===== config.mk =====
export PLATFORM = sky130hd
export DESIGN_NAME = wdt_trio
export DESIGN_NICKNAME = d
export VERILOG_FILES = /design/src/rtl/wdt_trio_pkg.sv /design/src/rtl/wdt_tick.sv /design/src/rtl/wdt_chan.sv /design/src/rtl/wdt_pulse.sv /design/src/rtl/wdt_trio.sv
export SDC_FILE = /design/constraint.sdc
export NUM_CORES = 1
export LEC_CHECK = 0
export CAP_MARGIN = 40
export CORE_MARGIN = 2
export CORE_UTILIZATION = 30
export DETAILED_ROUTE_END_ITERATION = 12
export MAX_ROUTING_LAYER = met4
export SLEW_MARGIN = 30
export SYNTH_ARGS = -nofsm -noshare
export SYNTH_HDL_FRONTEND = slang
export SYNTH_SLANG_ARGS = --single-unit

===== constraint.sdc =====
create_clock -name clk_i -period 3.8 [get_ports clk_i]
set_clock_uncertainty 0.15 [all_clocks]
set_input_delay 0.95 -clock clk_i [delete_from_list [all_inputs] [get_ports clk_i]]
set_output_delay 0.95 -clock clk_i [all_outputs]
set_load 0.05 [all_outputs]

===== src/rtl/wdt_trio_pkg.sv =====
package wdt_trio_pkg;
  localparam int unsigned NUM_CH = 3;
  localparam int unsigned CNT_W  = 16;

  typedef enum logic [1:0] {
    REG_CNT  = 2'd0,
    REG_LIM  = 2'd1,
    REG_STAT = 2'd2,
    REG_RSVD = 2'd3
  } reg_sel_e;

  localparam logic [5:0] MASK_ADDR = 6'h30;

  // bus carries halfwords with bytes swapped
  function automatic logic [15:0] swap16(input logic [15:0] v);
    return {v[7:0], v[15:8]};
  endfunction
endpackage


===== src/rtl/wdt_tick.sv =====
module wdt_tick #(
  parameter int unsigned TICK_CLKS = 5_000_000
) (
  input  logic clk_i,
  input  logic rst_ni,
  output logic tick_o
);
  localparam int unsigned PW = (TICK_CLKS > 1) ? $clog2(TICK_CLKS) : 1;
  localparam logic [PW-1:0] LAST = PW'(TICK_CLKS - 1);

  logic [PW-1:0] pre_q;

  assign tick_o = (pre_q == LAST);

  always_ff @(posedge clk_i or negedge rst_ni) begin
    if (!rst_ni)     pre_q <= '0;
    else if (tick_o) pre_q <= '0;
    else             pre_q <= pre_q + 1'b1;
  end
endmodule


===== src/rtl/wdt_chan.sv =====
module wdt_chan
  import wdt_trio_pkg::*;
(
  input  logic             clk_i,
  input  logic             rst_ni,
  input  logic             tick_i,
  input  logic             ld_lim_i,
  input  logic [CNT_W-1:0] lim_val_i,
  input  logic [1:0]       lim_be_i,   // [0] low byte, [1] high byte of value
  input  logic             reload_i,
  output logic [CNT_W-1:0] cnt_o,
  output logic [CNT_W-1:0] lim_o,
  output logic             run_o,
  output logic             exp_o,
  output logic             expire_o
);
  logic [CNT_W-1:0] cnt_q, lim_q, lim_nxt;
  logic             run_q, exp_q;
  logic             last_step;

  always_comb begin
    lim_nxt = lim_q;
    if (lim_be_i[0]) lim_nxt[7:0]       = lim_val_i[7:0];
    if (lim_be_i[1]) lim_nxt[CNT_W-1:8] = lim_val_i[CNT_W-1:8];
  end

  assign last_step = (cnt_q <= CNT_W'(1));
  assign expire_o  = tick_i & run_q & last_step & ~ld_lim_i & ~reload_i;

  // priority: limit write, then keep-alive reload, then tick
  always_ff @(posedge clk_i or negedge rst_ni) begin
    if (!rst_ni) begin
      cnt_q <= CNT_W'(1);
      lim_q <= CNT_W'(1);
      run_q <= 1'b0;
      exp_q <= 1'b0;
    end else if (ld_lim_i) begin
      lim_q <= lim_nxt;
      cnt_q <= lim_nxt;
      run_q <= 1'b1;
      exp_q <= 1'b0;
    end else if (reload_i) begin
      cnt_q <= lim_q;
    end else if (tick_i && run_q) begin
      if (last_step) begin
        cnt_q <= '0;
        run_q <= 1'b0;
        exp_q <= 1'b1;
      end else begin
        cnt_q <= cnt_q - 1'b1;
      end
    end
  end

  assign cnt_o = cnt_q;
  assign lim_o = lim_q;
  assign run_o = run_q;
  assign exp_o = exp_q;
endmodule


===== src/rtl/wdt_pulse.sv =====
module wdt_pulse #(
  parameter int unsigned PULSE_W = 16
) (
  input  logic clk_i,
  input  logic rst_ni,
  input  logic fire_i,
  output logic pulse_o
);
  localparam int unsigned CW = $clog2(PULSE_W + 1);

  logic [CW-1:0] left_q;

  always_ff @(posedge clk_i or negedge rst_ni) begin
    if (!rst_ni)         left_q <= '0;
    else if (fire_i)     left_q <= CW'(PULSE_W);
    else if (left_q != 0) left_q <= left_q - 1'b1;
  end

  assign pulse_o = (left_q != '0);
endmodule


===== src/rtl/wdt_trio.sv =====
module wdt_trio
  import wdt_trio_pkg::*;
#(
  parameter int unsigned TICK_CLKS = 5_000_000,
  parameter int unsigned PULSE_W   = 16
) (
  input  logic        clk_i,
  input  logic        rst_ni,
  input  logic [5:0]  addr_i,
  input  logic        wr_en_i,
  input  logic        rd_en_i,
  input  logic [1:0]  be_i,
  input  logic [15:0] wdata_i,
  output logic [15:0] rdata_o,
  output logic        irq_o,
  output logic        cpu_rst_o,
  output logic        brd_rst_o
);
  logic             tick;
  logic [1:0]       win;
  reg_sel_e         sel;
  logic             word_ok, mask_hit;
  logic [CNT_W-1:0] wval;
  logic [1:0]       vbe;
  logic [NUM_CH-1:0] ld_lim, reload, ch_run, ch_exp, expire;
  logic [CNT_W-1:0] ch_cnt [NUM_CH];
  logic [CNT_W-1:0] ch_lim [NUM_CH];
  logic [NUM_CH-1:0] mask_q;
  logic             irq_q;

  assign win      = addr_i[5:4];
  assign sel      = reg_sel_e'(addr_i[3:2]);
  assign word_ok  = (addr_i[1:0] == 2'b00);
  assign mask_hit = (addr_i == MASK_ADDR);
  assign wval     = swap16(wdata_i);
  assign vbe      = {be_i[0], be_i[1]};

  wdt_tick #(.TICK_CLKS(TICK_CLKS)) u_tick (
    .clk_i (clk_i),
    .rst_ni(rst_ni),
    .tick_o(tick)
  );

  for (genvar i = 0; i < NUM_CH; i++) begin : g_ch
    assign ld_lim[i] = wr_en_i && (|be_i) && word_ok && (win == 2'(i)) && (sel == REG_LIM);
    assign reload[i] = rd_en_i && word_ok && (win == 2'(i)) && (sel == REG_CNT);

    wdt_chan u_chan (
      .clk_i    (clk_i),
      .rst_ni   (rst_ni),
      .tick_i   (tick),
      .ld_lim_i (ld_lim[i]),
      .lim_val_i(wval),
      .lim_be_i (vbe),
      .reload_i (reload[i]),
      .cnt_o    (ch_cnt[i]),
      .lim_o    (ch_lim[i]),
      .run_o    (ch_run[i]),
      .exp_o    (ch_exp[i]),
      .expire_o (expire[i])
    );
  end

  always_ff @(posedge clk_i or negedge rst_ni) begin
    if (!rst_ni)                         mask_q <= '0;
    else if (wr_en_i && be_i[0] && mask_hit) mask_q <= wdata_i[NUM_CH-1:0];
  end

  // channel 0: level interrupt
  always_ff @(posedge clk_i or negedge rst_ni) begin
    if (!rst_ni) irq_q <= 1'b0;
    else         irq_q <= (expire[0] | (irq_q & ~ld_lim[0])) & ~mask_q[0];
  end
  assign irq_o = irq_q;

  // channels 1 and 2: reset pulses
  wdt_pulse #(.PULSE_W(PULSE_W)) u_cpu_pulse (
    .clk_i  (clk_i),
    .rst_ni (rst_ni),
    .fire_i (expire[1] & ~mask_q[1]),
    .pulse_o(cpu_rst_o)
  );

  wdt_pulse #(.PULSE_W(PULSE_W)) u_brd_pulse (
    .clk_i  (clk_i),
    .rst_ni (rst_ni),
    .fire_i (expire[2] & ~mask_q[2]),
    .pulse_o(brd_rst_o)
  );

  always_comb begin
    rdata_o = '0;
    if (rd_en_i) begin
      if (mask_hit) begin
        rdata_o = {{(16-NUM_CH){1'b0}}, mask_q};
      end else if (word_ok) begin
        for (int i = 0; i < NUM_CH; i++) begin
          if (win == 2'(i)) begin
            case (sel)
              REG_CNT:  rdata_o = swap16(ch_cnt[i]);
              REG_LIM:  rdata_o = swap16(ch_lim[i]);
              REG_STAT: rdata_o = {14'b0, ch_exp[i], ch_run[i]};
              default:  rdata_o = '0;
            endcase
          end
        end
      end
    end
  end
endmodule


* After elaboration in Yosys (flattened, before gate mapping)
Index checks and enable logic that the tools add are counted.
** Operators by class
- Muxes and demuxes :: 56
- Reductions and logical operators :: 40
- Add/sub/neg operators :: 6
- $lt $le $gt $ge :: 3
- Bitwise operators :: 26
- Eq/ne operators :: 9
** Operators with widths (count)
- 2-to-1 mux 16 bit :: 18
- case mux 16 bit (3 select lines) :: 3
- less-or-equal comparator 16 x 1 -> 1 bit, second input constant :: 3
- 2-to-1 mux 8 bit :: 6
- subtractor 16 x 1 -> 16 bit, second input constant :: 3
- 2-to-1 mux 1 bit :: 24
- adder 23 x 1 -> 23 bit, second input constant :: 1
- == test 23 bit, second input constant :: 1
- 2-to-1 mux 23 bit :: 1
- logical AND 1 bit :: 20
- 2-to-1 mux 5 bit :: 4
- bitwise AND 1 bit :: 16
- nonzero test 2 bit :: 8
- nonzero test 5 bit :: 2
- subtractor 5 x 1 -> 5 bit, second input constant :: 2
- inverter 1 bit :: 9
- AND reduction 3 bit :: 3
- nonzero test 3 bit :: 3
- == test 6 bit, second input constant :: 1
- logical NOT 2 bit :: 3
- inequality test 2 x 1 -> 1 bit, second input constant :: 3
- == test 2 x 1 -> 1 bit, second input constant :: 2
- == test 2 bit, second input constant :: 2
- OR reduction 2 bit :: 1
- bitwise OR 1 bit :: 1
** Word-level totals
- Register bits after elaboration :: 139
- Output and inout port bits :: 19
- Bits of input ports :: 28
- Word-level logic and storage cells :: 157

* Depth between registers and ports, before layout
Gate-level depths: netlist of the first run.
- Depth after elaboration :: 10
- Mapped depth :: 10
- Gate-level depth less buffers :: 8

* Cells and area by module
Synthesis of the first run repeated with hierarchy kept, for this count alone.
** Second synthesis, totals
- Cells, all modules :: 919
- Area, all modules :: 8993.6 um2
** By module, submodules not included
- wdt_chan :: times used 3, seq. area each 853.3 um2, cells each 205, area each 2038.2 um2
- wdt_trio :: times used 1, seq. area each 100.1 um2, cells each 147, area each 1196.1 um2
- wdt_tick :: times used 1, seq. area each 575.6 um2, cells each 107, area each 1159.9 um2
- wdt_pulse :: times used 2, seq. area each 125.1 um2, cells each 25, area each 261.5 um2

* Least setup slack after synthesis of the first run
No wires, ideal clock.
- Path type :: input-to-output
- Start :: in addr_i[4]
- End :: out rdata_o[1]
- Required time :: 2700 ps
- Path buffers :: 2
- Stages :: 7
- Slack :: -238 ps
- Arrival time :: 2938 ps
- Cells stage by stage :: clkbuf_1 -> or2_2 -> clkbuf_1 -> a21oi_1 -> o21ai_0 -> nand4b_1 -> a21boi_0
** Between the ends
- Longest elaborated chain between the ends :: 7
- Elaborated cells on any way between the ends :: 10
- Those cells by class :: eq/ne (3); mux (6); reduce/logical (1)
** Ends and longest elaborated chain
- start: declaration :: line wdt_trio.sv:9 : input logic [5:0] addr_i,
- logical NOT 2 bit :: line wdt_trio.sv:98 : if (win == 2'(i)) begin
- 2-to-1 mux 16 bit (3 in a row) :: line wdt_trio.sv:98
- 2-to-1 mux 16 bit :: line wdt_trio.sv:96 : end else if (word_ok) begin
- 2-to-1 mux 16 bit (*) :: line wdt_trio.sv:94 : if (mask_hit) begin
- 2-to-1 mux 16 bit (*) :: line wdt_trio.sv:93 : if (rd_en_i) begin
- end: declaration :: line wdt_trio.sv:14 : output logic [15:0] rdata_o,
Mark *: on every way between the ends. The rest lies on a longest branch, timed or not.

* Worst setup path after layout of the first run
- Start :: in addr_i[1]
- End :: out rdata_o[0]
** Between the ends
- Longest elaborated chain between the ends :: 4
- Elaborated cells on any way between the ends :: 5
- Those cells by class :: eq/ne (1); mux (3); reduce/logical (1)
** Ends and longest elaborated chain
- logical NOT 2 bit :: line wdt_trio.sv:33 : assign word_ok = (addr_i[1:0] == 2'b00);
- 2-to-1 mux 16 bit :: line wdt_trio.sv:96
- 2-to-1 mux 16 bit (*) :: line wdt_trio.sv:94
- 2-to-1 mux 16 bit (*) :: line wdt_trio.sv:93
Marks and branches as above.

==> results of run 1 <==
timing repair:
item / 4_1_cts / 5_1_grt
cloned: 0 / 1
hold buffers: 0 / 0
pin swaps: 1 / 1
endpoints found under the setup margin: 16 / 14
setup buffers: 1 / 1
resized for setup: 14 / 13
final timing paths:
| check | start | to | slack (ns) | cells after the start |
|---|---|---|---|---|
| worst max register to register | g_ch[1].u_chan.cnt_o[10] | u_cpu_pulse.left_q[3] | 0.96 | 7 |
| max in group asynchronous | rst_ni | g_ch[1].u_chan.cnt_o[0] | 2.39 | 2 |
| worst min-delay path | u_tick.pre_q[4] | u_tick.pre_q[4] | 0.32 | 1 |
| worst max-delay path | addr_i[1] | rdata_o[0] | 0.10 | 7 |
| worst min register to register | u_tick.pre_q[4] | u_tick.pre_q[4] | 0.32 | 1 |
| min in group asynchronous | rst_ni | u_tick.pre_q[15] | 0.33 | 1 |
flip-flops by register name, indices dropped and copies added (netlist names):
signal	count
g_ch.u_chan.cnt_o	48
g_ch.u_chan.exp_o	3
g_ch.u_chan.lim_o	48
g_ch.u_chan.run_o	3
irq_o	1
mask_q	3
u_brd_pulse.left_q	5
u_cpu_pulse.left_q	5
u_tick.pre_q	23
per-layer routing:
layer / vias to the layer above / global-route usage, % / wire, microns
li1: 3562 / - / -
met4: 0 / 5.76 / 641
met5: - / - / 0
met2: 350 / 29.2 / 12100
met1: 3797 / 28.2 / 12300
met3: 43 / 3.88 / 2410
area by class of cell:
type	count	area (sq um)	area share, %
clock buffer	19	443	4.24
clock inverter	13	204	1.95
inverter	27	101	0.970
multi-input combinational	691	4560	43.6
sequential	139	3490	33.4
tap	341	427	4.09
timing repair buffer	113	1230	11.8
cells by family after synthesis:
group           synth area share, %
xor+xnor                       2.65
buf+inv                        3.63
simple gates                   18.9
compound gates                 20.7
fa+ha+maj                      1.66
mux                            10.4
flops                          42.2
through the flow:
stage / hold WS, ns / total power [mW]
6_report: 0.322 / 5.49
5_1_grt: 0.337 / 5.80
4_1_cts: 0.325 / 5.47
3_5_place_dp: 0.307 / 3.59
3_3_place_gp: 0.306 / 3.58
2_1_floorplan: 0.273 / 3.03
cell usage in the layout, fill, tap and decap left out, drive strengths merged, types with 6 or more instances in the layout:
cell type / netlist / final
nor2: 103 / 103
a22oi: 9 / 9
dfrtp: 133 / 133
clkbuf: 31 / 21
o21ai: 96 / 96
a22o: 11 / 11
xor2: 11 / 11
clkdlybuf4s50: 0 / 25
or3: 10 / 10
xnor2: 14 / 14
dfstp: 6 / 6
o211ai: 11 / 11
o22ai: 6 / 6
nor4: 20 / 20
nand4: 7 / 7
nand3: 18 / 18
mux2: 45 / 45
nor3: 31 / 31
a221oi: 22 / 22
mux2i: 35 / 35
o221ai: 13 / 13
buf: 15 / 84
a21oi: 53 / 53
ha: 11 / 11
nand2: 60 / 60
inv: 27 / 33
a222oi: 7 / 7
a31oi: 13 / 13
or4: 6 / 6
and3: 20 / 20
nor2b: 9 / 9
power by group:
group          internal (mW)  leakage (nW)  switching (mW)
clock                   1.14         0.317           0.718
sequential              1.67          1.84           0.265
combinational          0.691          2.35            1.00
total                   3.50          4.51            1.99
worst max-delay path, delay by kind of cell:
kind            cells  cell delay, ns
simple gates        3            0.80
buf+inv             3            0.78
compound gates      1            0.05
==> metrics, run 1 <==
Setup WS post-layout=0.103 ns; starting density of the core=30.6%; endpoints failing hold=0; proportion of layout cells with a drive suffix above 1=19.5%; drc violations=0; Vias=7,752; Nets=between 1,000 and 1,500; Worst Path Required=2.70 ns; HPWL Detailed=19,600 microns; count leader, synth=dfrtp_1; EDFF count, synth=0; placed cells=between 1,000 and 1,500; GPL Wtd Cong=between 0.9 and 1; CP Cell Sequence=clkdlybuf4s50_1, nor4_2, nor2b_4, buf_4, a32oi_1, nor2b_1, buf_12; Post-Route Setup TNS=0 ns; minimum clock period=3.70 ns; relative slew slack=about 47%; Async SR Flop Fraction=between 90% and 100%; final instance area=10,400 sq um; Setup CP Type=input port to output port; # setup viols final=0; drt via density=5.77; core region area=27,000 sq um; GRT Residual Overflow=0; clk sinks=139; RSZ-0062 raised after global routing=no; Synth area leaders=dfrtp_1, mux2_2, nor2_1; VDD IR-drop max=0.294 mV; placed cell areas=9690 sq um; Synth Area per Inst=9.16 sq um; status=finished, final reports clean; final core utilization=38.6%; ant diodes=0; CP Launch Type=input port; Power Density=526 nW/um^2; clk_lat worst skew=roughly 0.43 ns; Die Width=170 microns; top cell type's share of synthesized area=around two fifths; post-route clock period utilization=97.3%; worst slack, placed=-0.213 ns; 1st-iter DRT viols=788; fin. max-slew vios=0; Clk pin slew, worst setup/hold paths=~0.060 ns; area leader, netlist=dfrtp_1; synthesized flop and latch total=between 100 and 150; Port Buffers=between 40 and 50; first-pass GRT wire length=43,200 microns; Post-Route WL=between 20,000 and 30,000 microns; TritonCTS clock tree=done; maxcap violations=0; Synthesis Warnings=0; row count=60; Max Freq=271 MHz; critical path capture point type=output port; slowest CP cell=clkdlybuf4s50_1; Worst path max stage delay=0.46 ns; first drt pass iteration count=5; Leakage=4.51 nW; Total GRT Usage=20.0%; CP max FO=4; Arr. time, crit path=2.60 ns; Root Driver=clkbuf_16; die height=170 microns; post-synthesis sequential area ratio=42.2%; Hold WC Path Type=flop to flop; largest net degree at the start of global routing=63; Max clock buf depth=2; worst slew pin tran=0.788 ns; CTS Buf Count=17; ys flop type=dfrtp_1; initial antenna violation count=0; top cells by count, synth=dfrtp_1, nor2_1, nand2_1, o21ai_0, a21oi_1; die area=28,900 sq um; layout filler cell count=between 2,000 and 3,000; Area growth syn-to-layout=26.3%; H-tree depth=4; Synthesized Nets=942; Layout Cells excl Fill=around 1,300; Post-Syn Area=8270 sq um; Avg WL per Cell=20.5 microns; Final ANT Viol Nets=0; post-synth cell types=65; Cells after Synth=roughly 900; vias in the first global route=7,393; num ports=47
(Power assumes the default switching activity.)
==> inputs of run 2 (changes only) <==
--- a/config.mk
+++ b/config.mk
@@ -10,6 +10,7 @@
 export CORE_UTILIZATION = 30
 export DETAILED_ROUTE_END_ITERATION = 12
 export MAX_ROUTING_LAYER = met4
+export SKIP_CTS_REPAIR_TIMING = 1
 export SLEW_MARGIN = 30
 export SYNTH_ARGS = -nofsm -noshare
 export SYNTH_HDL_FRONTEND = slang
==> run 2 against run 1 <==
Effect of this change:
- non-clock buffer count stayed put
- combinational power is essentially flat
- clock-buffer cell count did not move
- design area is 0.12% higher
- final cell count unchanged
==> metrics, run 2 (synthesis results as in run 1) <==
status=finished, final reports clean; Post-Route WL=27,600 microns; minimum clock period=approximately 3.7 ns; Layout Cells excl Fill=1,343; Clk pin slew, worst setup/hold paths=about 0.070 ns; VDD IR-drop max=0.292 mV; Root Driver=clkbuf_16; slowest CP cell=clkdlybuf4s50_1; starting density of the core=between 30% and 40%; Power Density=525 nW/um^2; RSZ-0062 raised after global routing=no; die area=28,900 sq um; vias in the first global route=around 7,400; Leakage=4.52 nW; Hold WS=0.322 ns; drc violations=0; drt via density=5.82; first-pass GRT wire length=43,100 microns; ant diodes=0; Area growth syn-to-layout=26.5%; maxcap violations=0; CP max FO=4; Post-Route Setup TNS=0 ns; GRT Residual Overflow=0; num ports=47; first drt pass iteration count=6; post-route clock period utilization=97.0%; row count=60; most frequent cells in the layout=dfrtp_1, nor2_1, nand2_1; proportion of layout cells with a drive suffix above 1=19.5%; relative slew slack=47.9%; HPWL Detailed=19,600 microns; 1st-iter DRT viols=861; H-tree depth=4; worst slew pin tran=0.775 ns; Hold WC Path Type=flop to flop; core region area=~27,000 sq um; TritonCTS clock tree=done; Avg WL per Cell=just over 20 microns; CTS Buf Count=17; critical path capture point type=output port; Port Buffers=46; Vias=7,818; Die Width=170 microns; Final ANT Viol Nets=0; # setup viols final=0; die height=170 microns; largest net degree at the start of global routing=63; Max clock buf depth=2; Arr. time, crit path=2.58 ns; commonest non-fill, non-tap cell in the layout=dfrtp_1; Worst Path Required=2.70 ns; Setup CP Type=input port to output port; layout filler cell count=2,696; CP Launch Type=input port; CP Cell Sequence=clkdlybuf4s50_1, nor4_2, nor2b_4, buf_4, a32oi_1, nor2b_1, buf_12; endpoints failing hold=0; clk sinks=139; Max Freq=271 MHz; Worst path max stage delay=roughly 0.46 ns; clk_lat worst skew=0.43 ns; Nets=1,028; placed cells=between 1,000 and 1,500; GPL Wtd Cong=0.979; fin. max-slew vios=0; initial antenna violation count=0; Total GRT Usage=20.0%
==> run 2: changes by cell type in the layout (fill, tap and decap cells not counted), sizes merged <==
cell / previous run / this run
dlymetal6s2s: 2 / 3
clkbuf: 21 / 20
==> run 2: where the power goes <==
part	total [mW]	internal, mW	switching [mW]
Sequential	1.94	1.67	0.265
Clock	1.86	1.14	0.720
Combinational	1.70	0.692	1.00
Total	5.49	3.50	1.99
==> run 2: cell type report <==
cell class / count / area (sq um) / share of cell area, %
multi-input cells: 691 / 4560 / 43.6
flip-flops and latches: 139 / 3490 / 33.3
repair buffers: 113 / 1230 / 11.8
clock buffers: 19 / 443 / 4.24
well taps: 341 / 427 / 4.08
clock inverters: 13 / 204 / 1.95
inverters: 27 / 101 / 0.969
==> run 2: path summary, 6_finish.rpt <==
check	start	endpoint	slack [ns]	cells after the start
min	u_tick.pre_q[4]	u_tick.pre_q[4]	0.32	1
max in group asynchronous	rst_ni	g_ch[1].u_chan.cnt_o[0]	2.39	2
min reg2reg	u_tick.pre_q[4]	u_tick.pre_q[4]	0.32	1
max reg2reg	g_ch[1].u_chan.cnt_o[10]	u_cpu_pulse.left_q[3]	0.96	7
max	addr_i[1]	rdata_o[0]	0.12	7
min in group asynchronous	rst_ni	u_tick.pre_q[15]	0.33	1
==> run 2: per-layer routing <==
layer	vias up	part of all wire [%]	track usage, %
met1	3872	45	28.2
met5	-	0	-
met3	43	8.3	3.84
li1	3561	-	-
met2	342	44	29.1
met4	0	2.4	5.72
==> run 2: worst max-delay path, delay by kind of cell <==
| family | cells | cell delay, ns |
|---|---|---|
| AOI/OAI and AO/OA | 1 | 0.05 |
| buffers and inverters | 3 | 0.78 |
| and+or+nand+nor | 3 | 0.80 |
==> run 2: per-stage QoR <==
stage,total power [mW],util [%],area (sq um),setup WS [ns]
6_report,5.49,38.7,10500,0.115
5_1_grt,5.80,38.7,10500,0.00901
4_1_cts,5.47,38.2,10300,-0.234
3_5_place_dp,3.59,35.8,9690,-0.213
3_3_place_gp,3.58,35.8,9680,-0.520
2_1_floorplan,3.03,-,8270,0.0986
==> inputs of run 3 (changes only) <==
--- a/config.mk
+++ b/config.mk
@@ -11,7 +11,7 @@
 export DETAILED_ROUTE_END_ITERATION = 12
 export MAX_ROUTING_LAYER = met4
 export SKIP_CTS_REPAIR_TIMING = 1
-export SLEW_MARGIN = 30
+export SLEW_MARGIN = 20
 export SYNTH_ARGS = -nofsm -noshare
 export SYNTH_HDL_FRONTEND = slang
 export SYNTH_SLANG_ARGS = --single-unit
==> run 3 against run 2 <==
Effect of this change:
- via count decreased by 0.74%
- combinational power about the same
- global-route usage about the same
- worst setup slack got worse by 0.048 ns
- die area unchanged
- flip-flop and latch count unchanged
- highest routed layer unchanged
- design area decreased by 0.80%
- fmax decreased by 1.3%
- critical path depth unchanged
- sequential share of layout area increased by 0.27 points
- sequential power about the same
- largest power group unchanged
- first-iteration DRC count increased by 1.4%
==> metrics, run 3 (synthesis results as in run 1) <==
status=finished, final reports clean; slowest CP cell=clkdlybuf4s50_1; commonest non-fill, non-tap cell in the layout=dfrtp_1; num ports=47; Power Density=504 nW/um^2; first drt pass iteration count=8; ant diodes=0; Worst path max stage delay=0.49 ns; drc violations=0; largest net degree at the start of global routing=63; Final ANT Viol Nets=0; 1st-iter DRT viols=a little under 900; worst slew pin tran=roughly 0.72 ns; core region area=between 20,000 and 30,000 sq um; initial antenna violation count=0; Layout Cells excl Fill=1,346; Total GRT Usage=20.0%; Max clock buf depth=2; CTS Buf Count=17; Hold WC Path Type=input port to asynchronous set/reset pin; Port Buffers=between 40 and 50; Die Width=around 170 microns; die area=28,900 sq um; Max Freq=approximately 270 MHz; reg2reg start=g_ch[1].u_chan.cnt_o[10]; endpoints failing hold=0; Arr. time, crit path=2.63 ns; minimum clock period=about 3.7 ns; proportion of layout cells with a drive suffix above 1=19.2%; Avg WL per Cell=20.4 microns; clk_lat worst skew=0.44 ns; Design Power=between 5 and 6 mW; row count=60; Vias=7,760; Area growth syn-to-layout=25.5%; die height=170 microns; starting density of the core=approximately 31%; drt via density=just under 6; Root Driver=clkbuf_16; Hold WS=0.315 ns; layout filler cell count=2,704; fin. max-slew vios=0; TritonCTS clock tree=done; critical path capture point type=output port; # setup viols final=0; H-tree depth=4; GRT Residual Overflow=0; first-pass GRT wire length=~43,000 microns; Critical Path Source=addr_i[1]; placed cells=1,310; most frequent cells in the layout=dfrtp_1, nor2_1, nand2_1; Setup CP Type=input port to output port; Post-Route WL=27,400 microns; worst slack, placed=-0.198 ns; CP Launch Type=input port; Clk pin slew, worst setup/hold paths=roughly 0.06 ns; vias in the first global route=~7,400; Setup WS post-layout=just under 0.07 ns; HPWL Detailed=about 20,000 microns; relative slew slack=52.0%; post-route clock period utilization=98.2%; clk sinks=139; Leakage=4.48 nW; CP Cell Sequence=clkdlybuf4s50_1, nor4_4, nor2b_4, buf_4, nand2_1, a21boi_1, buf_12; VDD IR-drop max=0.313 mV; CP max FO=4; Worst Path Required=approximately 2.7 ns; Nets=1,031; GPL Wtd Cong=0.979; maxcap violations=0
run 3: cell types whose count changed in the layout (fill, tap and decap cells not counted), moves of 2 or more:
cell | previous run | this run
and3_1 | 18 | 20
bufinv_16 | 4 | 1
clkinv_2 | 0 | 5
clkinvlp_4 | 0 | 3
inv_8 | 2 | 0
nor4_2 | 4 | 2
run 3: path summary, 6_finish.rpt:
kind                       slack [ns]                      end  depth (start not counted)
max in group asynchronous        2.41  g_ch[1].u_chan.lim_o[0]                          2
hold reg to reg                  0.32          u_tick.pre_q[4]                          1
min in group clk_i               0.32          u_tick.pre_q[4]                          1
setup / recovery                 0.07               rdata_o[1]                          7
setup reg to reg                 0.92    u_cpu_pulse.left_q[2]                          7
hold / removal                   0.31         u_tick.pre_q[14]                          1
run 3: critical path, delay by kind of cell:
| family | cells | cell delay, ns |
|---|---|---|
| and+or+nand+nor | 3 | 0.61 |
| buffers and inverters | 3 | 0.81 |
| AOI/OAI and AO/OA | 1 | 0.24 |
run 3: layout make-up:
cell class / count / area [sq um] / area share (%)
clock buffers: 18 / 429 / 4.14
clock inverters: 14 / 121 / 1.17
inverters: 27 / 101 / 0.977
multi-input cells: 691 / 4550 / 43.9
flip-flops and latches: 139 / 3490 / 33.6
well taps: 341 / 427 / 4.11
repair buffers: 116 / 1260 / 12.1
run 3: per-stage QoR:
step	TNS (ns)	utilization, %	area (sq um)
detailed placement	-4.00	35.9	9690
CTS	-2.33	37.9	10200
global route	-0.126	38.4	10400
floorplan	0	-	8270
global placement	-8.96	35.8	9680
finish	0	38.4	10400
run 3: metal layers:
metal  track usage (%)  share of wire [%]  vias to the layer above
met5                 -                  0                        -
li1                  -                  -                     3554
met4              6.24                2.6                        0
met3              5.23                8.4                       42
met2              28.9                 43                      365
met1              27.4                 46                     3799
run 3: power breakdown:
group	switching, mW	internal (mW)	total, mW
sequential	0.265	1.67	1.94
combinational	0.995	0.694	1.69
clock	0.702	0.900	1.60
